**config.mk**
```make
export PLATFORM = sky130hd
export DESIGN_NAME = audio_loop_dma
export DESIGN_NICKNAME = d
export VERILOG_FILES = /design/src/rtl/audio_loop_dma_pkg.sv /design/src/rtl/audio_loop_dma_regs.sv /design/src/rtl/audio_loop_dma_engine.sv /design/src/rtl/audio_loop_dma_timer.sv /design/src/rtl/audio_loop_dma.sv
export SDC_FILE = /design/constraint.sdc
export NUM_CORES = 1
export LEC_CHECK = 0
export BUFFER_PORTS_ARGS = -buffer_cell sky130_fd_sc_hd__buf_2
export CORE_UTILIZATION = 40
export DETAILED_ROUTE_END_ITERATION = 12
export PLACE_DENSITY_LB_ADDON = 0.1
export SLEW_MARGIN = 5
export SYNTH_ARGS = -nofsm -noshare
export SYNTH_HDL_FRONTEND = slang
export SYNTH_SLANG_ARGS = --single-unit
```
**constraint.sdc**
```tcl
create_clock -name clk -period 7.8 [get_ports clk]
set_input_delay 0.39 -clock clk [delete_from_list [all_inputs] [get_ports clk]]
set_output_delay 0.39 -clock clk [all_outputs]
set_load 0.02 [all_outputs]
```
**src/rtl/audio_loop_dma_pkg.sv**
```systemverilog
package audio_loop_dma_pkg;

    localparam int HALF_W = 16;
    localparam int ADDR_W = 2 * HALF_W;

    typedef enum logic [1:0] {
        SEL_START_HI = 2'd0,
        SEL_START_LO = 2'd1,
        SEL_CTRL     = 2'd2,
        SEL_LEFT     = 2'd3
    } reg_sel_e;

    typedef struct packed {
        logic              enable;
        logic [HALF_W-2:0] count;
    } ctrl_t;

    // Zero-based readback of the live block count.
    function automatic logic [HALF_W-1:0] zero_based_left(input logic [HALF_W-2:0] rem);
        logic [HALF_W-2:0] dec;
        dec = rem - 1'b1;
        return (rem != '0) ? {1'b0, dec} : '0;
    endfunction

endpackage

```
**src/rtl/audio_loop_dma_regs.sv**
```systemverilog
module audio_loop_dma_regs
    import audio_loop_dma_pkg::*;
#(
    parameter int CNT_W = 15
) (
    input  logic              clk,
    input  logic              rst,
    input  logic              wr_en,
    input  logic [1:0]        wr_sel,
    input  logic [HALF_W-1:0] wr_data,
    input  logic              dsp_reset,
    output logic [ADDR_W-1:0] start_addr,
    output ctrl_t             ctrl,
    output logic              load_pulse,
    output logic [CNT_W-1:0]  load_count
);

    logic              ctrl_write;
    logic [HALF_W-2:0] count_field;

    always_comb begin
        ctrl_write = wr_en && (reg_sel_e'(wr_sel) == SEL_CTRL);
        load_pulse = ctrl_write && wr_data[HALF_W-1] && !ctrl.enable && !dsp_reset;
        load_count = wr_data[CNT_W-1:0];
        for (int i = 0; i < HALF_W - 1; i++) begin
            count_field[i] = (i < CNT_W) ? wr_data[i] : 1'b0;
        end
    end

    always_ff @(posedge clk) begin
        if (rst) begin
            start_addr <= '0;
            ctrl       <= '0;
        end else begin
            if (wr_en && (reg_sel_e'(wr_sel) == SEL_START_HI)) begin
                start_addr[ADDR_W-1:HALF_W] <= wr_data;
            end
            if (wr_en && (reg_sel_e'(wr_sel) == SEL_START_LO)) begin
                start_addr[HALF_W-1:0] <= wr_data;
            end
            if (dsp_reset) begin
                ctrl <= '0;
            end else if (ctrl_write) begin
                ctrl.enable <= wr_data[HALF_W-1];
                ctrl.count  <= count_field;
            end
        end
    end

endmodule

```
**src/rtl/audio_loop_dma_engine.sv**
```systemverilog
module audio_loop_dma_engine
    import audio_loop_dma_pkg::*;
#(
    parameter int CNT_W       = 15,
    parameter int BLOCK_BYTES = 32
) (
    input  logic              clk,
    input  logic              rst,
    input  logic              load,
    input  logic [CNT_W-1:0]  load_count,
    input  logic              enable,
    input  logic              tick,
    input  logic [ADDR_W-1:0] start_addr,
    input  logic [CNT_W-1:0]  reload_count,
    output logic [ADDR_W-1:0] cur_addr,
    output logic [CNT_W-1:0]  remaining,
    output logic              fetch_strobe,
    output logic [ADDR_W-1:0] fetch_addr,
    output logic              wrap
);

    localparam logic [ADDR_W-1:0] STEP = ADDR_W'(BLOCK_BYTES);

    logic              accept;
    logic [CNT_W-1:0]  rem_next;
    logic [ADDR_W-1:0] addr_next;
    logic              wrap_now;

    always_comb begin
        accept    = enable && tick;
        rem_next  = (remaining != '0) ? remaining - 1'b1 : remaining;
        addr_next = (remaining != '0) ? cur_addr + STEP : cur_addr;
        wrap_now  = accept && (rem_next == '0);
    end

    always_ff @(posedge clk) begin
        if (rst) begin
            cur_addr     <= '0;
            remaining    <= '0;
            fetch_strobe <= 1'b0;
            fetch_addr   <= '0;
            wrap         <= 1'b0;
        end else begin
            fetch_strobe <= accept;
            wrap         <= wrap_now;
            if (accept) begin
                fetch_addr <= cur_addr;
            end
            if (load) begin
                cur_addr  <= start_addr;
                remaining <= load_count;
            end else if (accept) begin
                if (wrap_now) begin
                    cur_addr  <= start_addr;
                    remaining <= reload_count;
                end else begin
                    cur_addr  <= addr_next;
                    remaining <= rem_next;
                end
            end
        end
    end

endmodule

```
**src/rtl/audio_loop_dma_timer.sv**
```systemverilog
module audio_loop_dma_timer #(
    parameter int DELAY = 200
) (
    input  logic clk,
    input  logic rst,
    input  logic arm,
    output logic fire
);

    localparam int TW = $clog2(DELAY + 1);
    localparam logic [TW-1:0] LOAD_VAL = TW'(DELAY);
    localparam logic [TW-1:0] ONE      = TW'(1);

    logic [TW-1:0] cnt;

    always_ff @(posedge clk) begin
        if (rst) begin
            cnt  <= '0;
            fire <= 1'b0;
        end else begin
            fire <= !arm && (cnt == ONE);
            if (arm) begin
                cnt <= LOAD_VAL;
            end else if (cnt != '0) begin
                cnt <= cnt - ONE;
            end
        end
    end

endmodule

```
**src/rtl/audio_loop_dma.sv**
```systemverilog
module audio_loop_dma
    import audio_loop_dma_pkg::*;
#(
    parameter int CNT_W           = 15,
    parameter int BLOCK_BYTES     = 32,
    parameter int START_IRQ_DELAY = 200
) (
    input  logic              clk,
    input  logic              rst,
    input  logic              wr_en,
    input  logic [1:0]        wr_sel,
    input  logic [HALF_W-1:0] wr_data,
    input  logic [1:0]        rd_sel,
    output logic [HALF_W-1:0] rd_data,
    input  logic              blk_tick,
    input  logic              dsp_reset,
    output logic              fetch_strobe,
    output logic [ADDR_W-1:0] fetch_addr,
    output logic              irq_req
);

    logic [ADDR_W-1:0] start_addr;
    ctrl_t             ctrl;
    logic              ctrl_en;
    logic              load_pulse;
    logic [CNT_W-1:0]  load_count;
    logic [ADDR_W-1:0] cur_addr;
    logic [CNT_W-1:0]  remaining;
    logic              wrap;
    logic              timer_fire;
    logic [HALF_W-2:0] rem_wide;

    audio_loop_dma_regs #(.CNT_W(CNT_W)) regs_i (
        .clk        (clk),
        .rst        (rst),
        .wr_en      (wr_en),
        .wr_sel     (wr_sel),
        .wr_data    (wr_data),
        .dsp_reset  (dsp_reset),
        .start_addr (start_addr),
        .ctrl       (ctrl),
        .load_pulse (load_pulse),
        .load_count (load_count)
    );

    audio_loop_dma_engine #(.CNT_W(CNT_W), .BLOCK_BYTES(BLOCK_BYTES)) engine_i (
        .clk          (clk),
        .rst          (rst),
        .load         (load_pulse),
        .load_count   (load_count),
        .enable       (ctrl_en),
        .tick         (blk_tick),
        .start_addr   (start_addr),
        .reload_count (ctrl.count[CNT_W-1:0]),
        .cur_addr     (cur_addr),
        .remaining    (remaining),
        .fetch_strobe (fetch_strobe),
        .fetch_addr   (fetch_addr),
        .wrap         (wrap)
    );

    audio_loop_dma_timer #(.DELAY(START_IRQ_DELAY)) timer_i (
        .clk  (clk),
        .rst  (rst),
        .arm  (load_pulse),
        .fire (timer_fire)
    );

    always_comb begin
        ctrl_en  = ctrl.enable;
        irq_req  = wrap || timer_fire;
        rem_wide = (HALF_W - 1)'(remaining);
        case (reg_sel_e'(rd_sel))
            SEL_START_HI: rd_data = start_addr[ADDR_W-1:HALF_W];
            SEL_START_LO: rd_data = start_addr[HALF_W-1:0];
            SEL_CTRL:     rd_data = ctrl;
            default:      rd_data = zero_based_left(rem_wide);
        endcase
    end

endmodule

```
==> flow_summary.yaml, run 1 <==
synthesis:
  yosysWarningCount: 0
  synth_area_leaders: "dfxtp_1 40%, nand2_1 11%, a21oi_1 8.1%"
  yosys-top-cells-count: "212 x nand2_1, 138 x dfxtp_1, 113 x a21oi_1"
  ys_seq_area_frac: 0.3953
  avgSynthCellArea_um2: 8.203
  netlist_instances: 852
  yosys.cell_count.top_type: "nand2_1"
  synth_ff_type: "dfxtp_1"
  yosysUniqueCellTypes: 84
  synth_edf_count: 0
  ys_ff_latch: 138
  syn_nets: 882
  synth_top_cell_by_area: "dfxtp_1"
  yosysTopAreaCellShare: 0.3953
  async_reset_ff_frac: 0
  synth_area_um2: 6989
floorplan:
  start_util: 0.4156
  die-area_um2: 18010
  dieHeight_um: 134.2
  dieWidth_um: 134.2
  num_io_pins: 75
  core-area_um2: 16820
  num_rows: 47
run_status:
  status: "complete, no violations"
critical_path:
  critPathKind: "reg -> reg"
  r2r_start: "engine_i.remaining[0]"
  worst-path-max-fanout: 27
  cp-start-kind: "register"
  crit_arrival_ns: 4.65
  r2r_slack_ns: 3.48
  required_ns: 8.13
  timing.rr.end: "engine_i.cur_addr[6]"
  cp-end-kind: "register"
  rr_worst_depth: 13
clocking:
  clk_latency_ns: 0.42
  holdBufCountCts: 0
  htreeDepth: 4
  postCtsSetupRepairBufs: 0
  ctsResizeCount: 0
  tritoncts: "built"
  cts-root-buf: "clkbuf_16"
  cts.sink_count: 138
  cts_buffer_depth: 2
  cts_made_buffers: 17
  clkTransAtPathRegs_ns: 0.06
min_path:
  min_path_cells: 3
  worstHoldPathType: "in -> reg"
  holdCritStartpoint: "wr_data[1]"
  hold_end: "regs_i.ctrl[1]"
power:
  power.internal_mw: 1.263
  p_leak_nw: 3.007
  power_frac_comb: 0.144
  power_frac_clock: 0.421
  p_sw_frac: 0.2797
  ir_drop_mv: 0.1420
  pwr-share-seq: 0.436
  power_density_nw_per_um2: 221.1
  switching_power_mw: 0.4904
run:
  cap_violations: 0
global_route:
  grt_pass1_wl_mm: 34.44
  globalRouteTotalUtil: 0.2492
  grt_start_max_net_pins: 70
  grt_pass1_vias: 6088
  grt_overflow: 0
  grt_antenna_before_repair: 0
sta:
  final_hold_viol_count: 0
  finClkSkew_ns: 0.009953
  drv_slew: 0
  setup_viol: 0
  slew_headroom: 0.2292
  post-route-min-period_ns: 4.323
  worst_pin_slew_ns: 1.151
  fmaxAchievable_mhz: 231.3
  period_share: 0.5542
  setup_tns_ns: 0
  rsz0062_at_grt: "no"
routing:
  vias: 6520
  drc: 0
  drt_wl_total_mm: 21.97
  drt-pass1-iter-count: 5
  viasPerCell: 5.811
  drt-initial-drc-count: 548
  ant_nets: 0
  routedWlPerCell_um: 19.58
placement:
  port_buffers: 74
  dp.cells: 1090
  hpwlAfterDp_mm: 15.75
  place_congestion: 0.9039
finish:
  fillers: 1719
  diodes: 0
  drive_gt1_frac: 0.1907
  fin_cells: 1122
  area_growth_pct: 13.44
  nets: 919
-- through the flow --
stage / hold slack, ns / util / instance area (µm²) / setup WS [ns] / power, mW
global placement: 0.4417 / 0.4391 / 7386 / 3.606 / 1.022
detailed placement: 0.4439 / 0.4391 / 7386 / 3.506 / 1.029
global route: 0.2442 / 0.4714 / 7929 / 3.026 / 1.830
floorplan: 0.4321 / - / 6989 / 4.354 / 0.9604
CTS: 0.2387 / 0.4714 / 7929 / 3.478 / 1.764
finish: 0.2490 / 0.4714 / 7929 / 3.477 / 1.753
-- per-layer routing --
metal,wire (µm),GRT usage
met1,9969,0.3269
met2,10650,0.4177
met3,1077,0.04384
met4,277,0.07428
met5,0,0
-- how the worst max path moves through the flow --
stage,cells past startpoint,slack (ns),start,endpoint
finish,13,3.48,engine_i.remaining[0],engine_i.cur_addr[6]
detailed placement,13,3.51,engine_i.remaining[0],engine_i.cur_addr[6]
global placement,13,3.61,engine_i.remaining[0],engine_i.cur_addr[30]
floorplan,13,4.35,engine_i.remaining[9],engine_i.cur_addr[23]
global route,13,3.03,engine_i.remaining[0],engine_i.cur_addr[6]
CTS,13,3.48,engine_i.remaining[0],engine_i.cur_addr[6]
-- cells by family after synthesis --
kind of cell             count (synthesis)  share of synthesized area
AO/OA/AOI/OAI                          237                     0.2358
XOR/XNOR                                12                    0.01504
adder cells (fa/ha/maj)                  5                   0.008951
buffers and inverters                   76                    0.05120
flip-flops                             138                     0.3953
multiplexers                            22                    0.05496
AND/OR/NAND/NOR                        362                     0.2388
-- area by class of cell --
cell class              count  area (µm²)  area share
flip-flops and latches    138        2763      0.3484
repair buffers             80       417.9     0.05271
clock inverters            11       72.57    0.009153
well taps                 220       275.3     0.03472
clock buffers              21       470.5     0.05933
inverters                  14       52.55    0.006628
multi-input cells         638        3877      0.4890
-- critical path, stage by stage (launching register included) --
cell      delay, ns
dfxtp_1        0.35
inv_1          0.12
ha_1           0.41
nor4b_1        0.43
nand2_1        0.20
nor2_2         0.36
inv_1          0.24
ha_1           0.35
nand3b_1       0.12
a221oi_4       0.29
nand3_4        0.19
a21oi_4        0.66
o21ai_0        0.24
a311oi_1       0.28
-- layout by cell type (no fill, tap or decap), types with 10 or more instances in the layout --
cell type	instances
nor2_1	39
a211oi_1	10
buf_2	73
nor3_1	17
a21oi_1	112
nand2_1	212
mux4_2	13
inv_1	14
o21ai_0	19
a31oi_1	10
clkbuf_16	17
nand3_1	18
dfxtp_1	138
-- power by group through the flow --
stage                     logic, mW  clock network, mW  registers (mW)
after floorplan               0.193                  0           0.768
after global placement        0.244                  0           0.777
after detailed placement      0.250                  0           0.779
after CTS                     0.251              0.749           0.764
after global routing          0.279              0.783           0.768
final                         0.252              0.737           0.764
-- registers in the layout, indices dropped and copies added (netlist names) --
register and flops:
regs_i.ctrl 16, engine_i.wrap 1, timer_i.fire 1, engine_i.fetch_addr 32, engine_i.cur_addr 32, engine_i.fetch_strobe 1
engine_i.remaining 15, regs_i.start_addr 32, timer_i.cnt 8
No activity file was read; power rests on OpenSTA's default activity.
==> run 2, diff against run 1 <==
- clock period: 7.8 -> 4.35 ns (I/O delays scaled with it)
==> run 2 against run 1 <==
Net effect: clock-buffer cell count increased by 5; critical path depth grew 1; sequential power rose by 79%; cell count increased by 0.89%; register-to-register slack worse by 3.1 ns; setup slack lost 3.1 ns; clock skew up 0.0028 ns; maximum frequency up 9.6%; total power rose by 90%; worst hold slack lost 0.18 ns; clock power up 100%; final area up 1.7%; critical path type unchanged; critical endpoint is now engine_i.remaining[0].
==> flow_summary.yaml, run 2 (synthesized netlist as in run 1, its figures left out) <==
sta:
  final_hold_viol_count: 0
  post-route-min-period_ns: 3.943
  fmaxAchievable_mhz: 253.6
  worst_pin_slew_ns: 1.078
  period_share: 0.9065
  setup_tns_ns: 0
  slew_headroom: 0.2779
  drv_slew: 0
  finClkSkew_ns: 0.01275
  setup_viol: 0
  rsz0062_at_grt: "no"
routing:
  drt_wl_total_mm: 22.14
  drt-pass1-iter-count: 5
  vias: 6689
  ant_nets: 0
  drt-initial-drc-count: 556
  routedWlPerCell_um: 19.56
  drc: 0
  viasPerCell: 5.909
critical_path:
  r2r_slack_ns: 0.41
  slowest_stage: "a21oi_4"
  path_buf_inv: 3
  worst-path-max-fanout: 16
  crit_chain: "inv_1, ha_1, nor4b_1, nand2_1, nor2_2, inv_1, ha_1, nand3b_1, a221oi_4, nand3_4, a21oi_4, buf_4, a21oi_1, a211oi_1"
  cp-start-kind: "register"
  timing.rr.end: "engine_i.remaining[0]"
  crit_family: "compound AO/OA/AOI/OAI gates"
  cp-end-kind: "register"
  critPathKind: "reg -> reg"
  r2r_start: "engine_i.remaining[0]"
  required_ns: 4.69
  crit_arrival_ns: 4.28
  rr_worst_depth: 14
  critPathMaxStageDelay_ns: 0.53
global_route:
  grt_pass1_wl_mm: 35.09
  grt_antenna_before_repair: 0
  grt_pass1_vias: 6238
  grt_start_max_net_pins: 68
  globalRouteTotalUtil: 0.2536
  grt_overflow: 0
power:
  p_sw_frac: 0.2597
  p_leak_nw: 3.087
  power_density_nw_per_um2: 412.1
  power_frac_clock: 0.452
  power.internal_mw: 2.461
  switching_power_mw: 0.8634
  power_frac_comb: 0.135
  ir_drop_mv: 0.2744
  pwr-share-seq: 0.412
floorplan:
  core-area_um2: 16820
  start_util: 0.4156
  num_io_pins: 75
  num_rows: 47
  die-area_um2: 18010
  dieHeight_um: 134.2
  dieWidth_um: 134.2
finish:
  layout_commonest_cell: "nand2_1"
  multi_input_area_um2: 3874
  drive_gt1_frac: 0.1941
  diodes: 0
  nets: 929
  fin_area_um2: 8066
  area_growth_pct: 15.41
  final_cell_mix: "212 x nand2_1, 138 x dfxtp_1, 113 x a21oi_1"
  regArea_um2: 2763
  reg_top3: "engine_i.cur_addr x32, engine_i.fetch_addr x32, regs_i.start_addr x32"
  fillers: 1737
clocking:
  clk_latency_ns: 0.43
  htreeDepth: 4
  tritoncts: "built"
  ctsResizeCount: 0
  postCtsSetupRepairBufs: 0
  cts.sink_count: 138
  cts_made_buffers: 17
  clkTransAtPathRegs_ns: 0.06
  holdBufCountCts: 0
  cts_buffer_depth: 2
  cts-root-buf: "clkbuf_16"
min_path:
  worstHoldPathType: "in -> reg"
  min_path_cells: 3
  hold_end: "regs_i.ctrl[1]"
  holdCritStartpoint: "wr_data[1]"
placement:
  port_buffers: 74
  place_congestion: 0.9174
  hpwlAfterDp_mm: 15.92
  placed_cell_area_um2: 7457
run:
  cap_violations: 0
run_status:
  status: "complete, no violations"
run 2: final cells by class:
type / count / area share
Multi-Input combinational cell: 638 / 0.4802
Timing Repair Buffer: 90 / 0.06111
Sequential cell: 138 / 0.3425
Inverter: 14 / 0.006515
Clock inverter: 6 / 0.01365
Tap cell: 220 / 0.03412
Clock buffer: 26 / 0.06189
run 2: through the flow:
step | worst slack [ns] | total power, mW | utilization | std cells | hold slack (ns)
2_1_floorplan | 0.9037 | 1.722 | - | 852 | 0.3535
3_3_place_gp | 0.6526 | 1.836 | 0.4434 | 1100 | 0.4406
3_5_place_dp | 0.5097 | 1.844 | 0.4434 | 1100 | 0.4440
4_1_cts | 0.4921 | 3.340 | 0.4796 | 1132 | 0.05681
5_1_grt | 0.01662 | 3.452 | 0.4796 | 1132 | 0.07344
6_report | 0.4069 | 3.324 | 0.4796 | 1132 | 0.06402
run 2: tightest hold or removal path, cell delays in order:
cell	delay [ns]
buf_2	0.13
nand2_1	0.05
a21oi_1	0.05
run 2: worst max-delay path by stage:
stage | from | to | slack, ns | cells after the start
2_1_floorplan | engine_i.remaining[9] | engine_i.cur_addr[23] | 0.90 | 13
3_3_place_gp | engine_i.remaining[0] | engine_i.remaining[0] | 0.65 | 14
3_5_place_dp | engine_i.remaining[0] | engine_i.remaining[0] | 0.51 | 14
4_1_cts | engine_i.remaining[0] | engine_i.remaining[0] | 0.49 | 14
5_1_grt | engine_i.remaining[0] | engine_i.remaining[0] | 0.02 | 14
6_report | engine_i.remaining[0] | engine_i.remaining[0] | 0.41 | 14
run 2: power by group through the flow:
stage,Sequential (mW),Combinational [mW],Clock (mW)
final,1.37,0.450,1.50
after floorplan,1.38,0.345,0
after global placement,1.39,0.442,0
after global routing,1.38,0.498,1.58
after detailed placement,1.40,0.448,0
after CTS,1.37,0.451,1.52
run 2: per-layer routing:
layer	routed length (µm)	global-route usage
met4	409	0.09238
met2	10320	0.3993
met1	10010	0.3466
met3	1407	0.04573
met5	0	0
==> run 3, diff against run 2 <==
--- a/config.mk
+++ b/config.mk
@@ -8,2 +8,3 @@
 export BUFFER_PORTS_ARGS = -buffer_cell sky130_fd_sc_hd__buf_2
+export CAP_MARGIN = 40
 export CORE_UTILIZATION = 40
==> constraint.sdc (replaced) <==
create_clock -name clk -period 4.35 [get_ports clk]
set_input_delay 0.6525 -clock clk [delete_from_list [all_inputs] [get_ports clk]]
set_output_delay 0.6525 -clock clk [all_outputs]
set_load 0.02 [all_outputs]
==> run 3 against run 2 <==
Net effect: sequential share of layout area shrank 0.35 points; maximum frequency shrank 1.3%; cell count is essentially flat; flip-flop and latch count is the same; critical endpoint is now rd_data[12].
==> flow_summary.yaml, run 3 (synthesized netlist as in run 1, its figures left out) <==
critical_path:
  r2r_start: "engine_i.remaining[0]"
  cp-end-kind: "output pin"
  worst-path-max-fanout: 12
  timing.rr.end: "engine_i.cur_addr[31]"
  r2r_slack_ns: 0.54
  slowest_stage: "or3b_1"
  rr_worst_depth: 13
  crit_chain: "inv_1, ha_1, or3b_1, nor3_4, a21boi_2, o21bai_1, and2_1, mux4_2, buf_2"
  required_ns: 3.70
  crit_arrival_ns: 3.34
  critPathMaxStageDelay_ns: 0.51
  cp-start-kind: "register"
  critPathKind: "reg -> out"
clocking:
  tritoncts: "built"
  holdBufCountCts: 0
  cts-root-buf: "clkbuf_16"
  cts_buffer_depth: 2
  htreeDepth: 4
  clk_latency_ns: 0.43
  cts.sink_count: 138
  cts_made_buffers: 17
  clkTransAtPathRegs_ns: 0.06
sta:
  final_hold_viol_count: 0
  fmaxAchievable_mhz: 250.3
  worst_pin_slew_ns: 0.8406
  rsz0062_at_grt: "no"
  post-route-min-period_ns: 3.996
  drv_slew: 0
  setup_viol: 0
  slew_headroom: 0.4337
  setup_slack_ns: 0.3541
  setup_tns_ns: 0
  period_share: 0.9186
  finClkSkew_ns: 0.007339
floorplan:
  num_io_pins: 75
  dieWidth_um: 134.2
  die-area_um2: 18010
  num_rows: 47
  core-area_um2: 16820
  dieHeight_um: 134.2
  start_util: 0.4156
routing:
  drc: 0
  drt_wl_total_mm: 22.10
  viasPerCell: 5.806
  drt-initial-drc-count: 576
  vias: 6567
  routedWlPerCell_um: 19.54
  ant_nets: 0
  drt-pass1-iter-count: 5
global_route:
  grt_start_max_net_pins: 72
  grt_antenna_before_repair: 0
  grt_pass1_wl_mm: 34.89
  grt_overflow: 0
  globalRouteTotalUtil: 0.2528
  grt_pass1_vias: 6236
finish:
  nets: 929
  area_growth_pct: 16.60
  layout_commonest_cell: "nand2_1"
  final_cell_mix: "212 x nand2_1, 138 x dfxtp_1, 113 x a21oi_1"
  diodes: 0
  fillers: 1688
  drive_gt1_frac: 0.1998
  reg_top3: "engine_i.cur_addr x32, engine_i.fetch_addr x32, regs_i.start_addr x32"
power:
  power_density_nw_per_um2: 429.7
  p_leak_nw: 3.133
  ir_drop_mv: 0.2998
min_path:
  worstHoldPathType: "reg -> reg"
  holdCritStartpoint: "engine_i.fetch_addr[6]"
  min_path_cells: 2
  hold_end: "engine_i.fetch_addr[6]"
placement:
  place_congestion: 0.9984
  hpwlAfterDp_mm: 15.70
  dp_slack_ns: 0.4865
  port_buffers: 74
run_status:
  status: "complete, no violations"
run:
  cap_violations: 0
run 3: changes by cell type in the layout (fill, tap and decap cells not counted):
cell	delta
buf_6	+1
bufinv_16	+3
nor4b_2	+1
buf_4	-1
clkinv_2	+1
clkinvlp_4	-1
clkinv_4	+1
nor4b_1	-1
clkbuf_1	-5
clkbuf_8	-1
inv_6	+1
run 3: what timing repair did:
action	CTS	global route
setup buffers	0	0
hold endpoints to repair	0	0
setup endpoints to repair	0	2
gates resized for setup	0	1
run 3: critical path: cells and delay by family (launching register included):
family                   cells  cell delay (ns)
AND/OR/NAND/NOR              3             1.03
multiplexers                 1             0.48
adder cells (fa/ha/maj)      1             0.41
flip-flops                   1             0.36
AO/OA/AOI/OAI                2             0.34
buffers and inverters        2             0.30
run 3: area by class of cell:
| type | instances | area, µm² | area share |
|---|---|---|---|
| clock buffer | 20 | 466.7 | 0.05727 |
| sequential | 138 | 2763 | 0.3390 |
| clock inverter | 11 | 215.2 | 0.02641 |
| multi-input combinational | 638 | 3880 | 0.4761 |
| timing repair buffer | 90 | 496.7 | 0.06095 |
| tap | 220 | 275.3 | 0.03378 |
| inverter | 14 | 52.55 | 0.006449 |
run 3: metrics by stage:
step / instances / power (mW) / hold WS, ns / util / instance area (µm²)
after floorplan: 852 / 1.722 / 0.4321 / - / 6989
after global placement: 1099 / 1.833 / 0.4419 / 0.4429 / 7450
after detailed placement: 1100 / 1.847 / 0.4461 / 0.4436 / 7461
after CTS: 1131 / 3.518 / 0.4540 / 0.4842 / 8143
after global routing: 1131 / 3.641 / 0.4787 / 0.4845 / 8149
final: 1131 / 3.501 / 0.4507 / 0.4845 / 8149
run 3: worst max path at each step:
| stage | start | end | slack, ns | cells after the start |
|---|---|---|---|---|
| after floorplan | engine_i.remaining[9] | engine_i.cur_addr[23] | 0.90 | 13 |
| after global placement | engine_i.remaining[0] | engine_i.cur_addr[31] | 0.64 | 13 |
| after detailed placement | engine_i.remaining[0] | engine_i.cur_addr[31] | 0.49 | 13 |
| after CTS | engine_i.remaining[0] | rd_data[12] | 0.38 | 9 |
| after global routing | engine_i.remaining[0] | engine_i.cur_addr[31] | 0.14 | 13 |
| final | engine_i.remaining[0] | rd_data[12] | 0.35 | 9 |
run 3: power breakdown:
part	internal (mW)	switching, mW	total, mW	leakage (nW)
sequential	1.32	0.0551	1.37	1.12
combinational	0.184	0.272	0.456	1.68
clock	1.12	0.557	1.67	0.332
run 3: metal layers:
layer | up-vias | GRT usage | part of all wire
met4 | 0 | 0.08552 | 0.017
met2 | 211 | 0.3978 | 0.47
met1 | 3164 | 0.3389 | 0.46
li1 | 3160 | - | -
met3 | 32 | 0.06047 | 0.060
met5 | - | 0 | 0
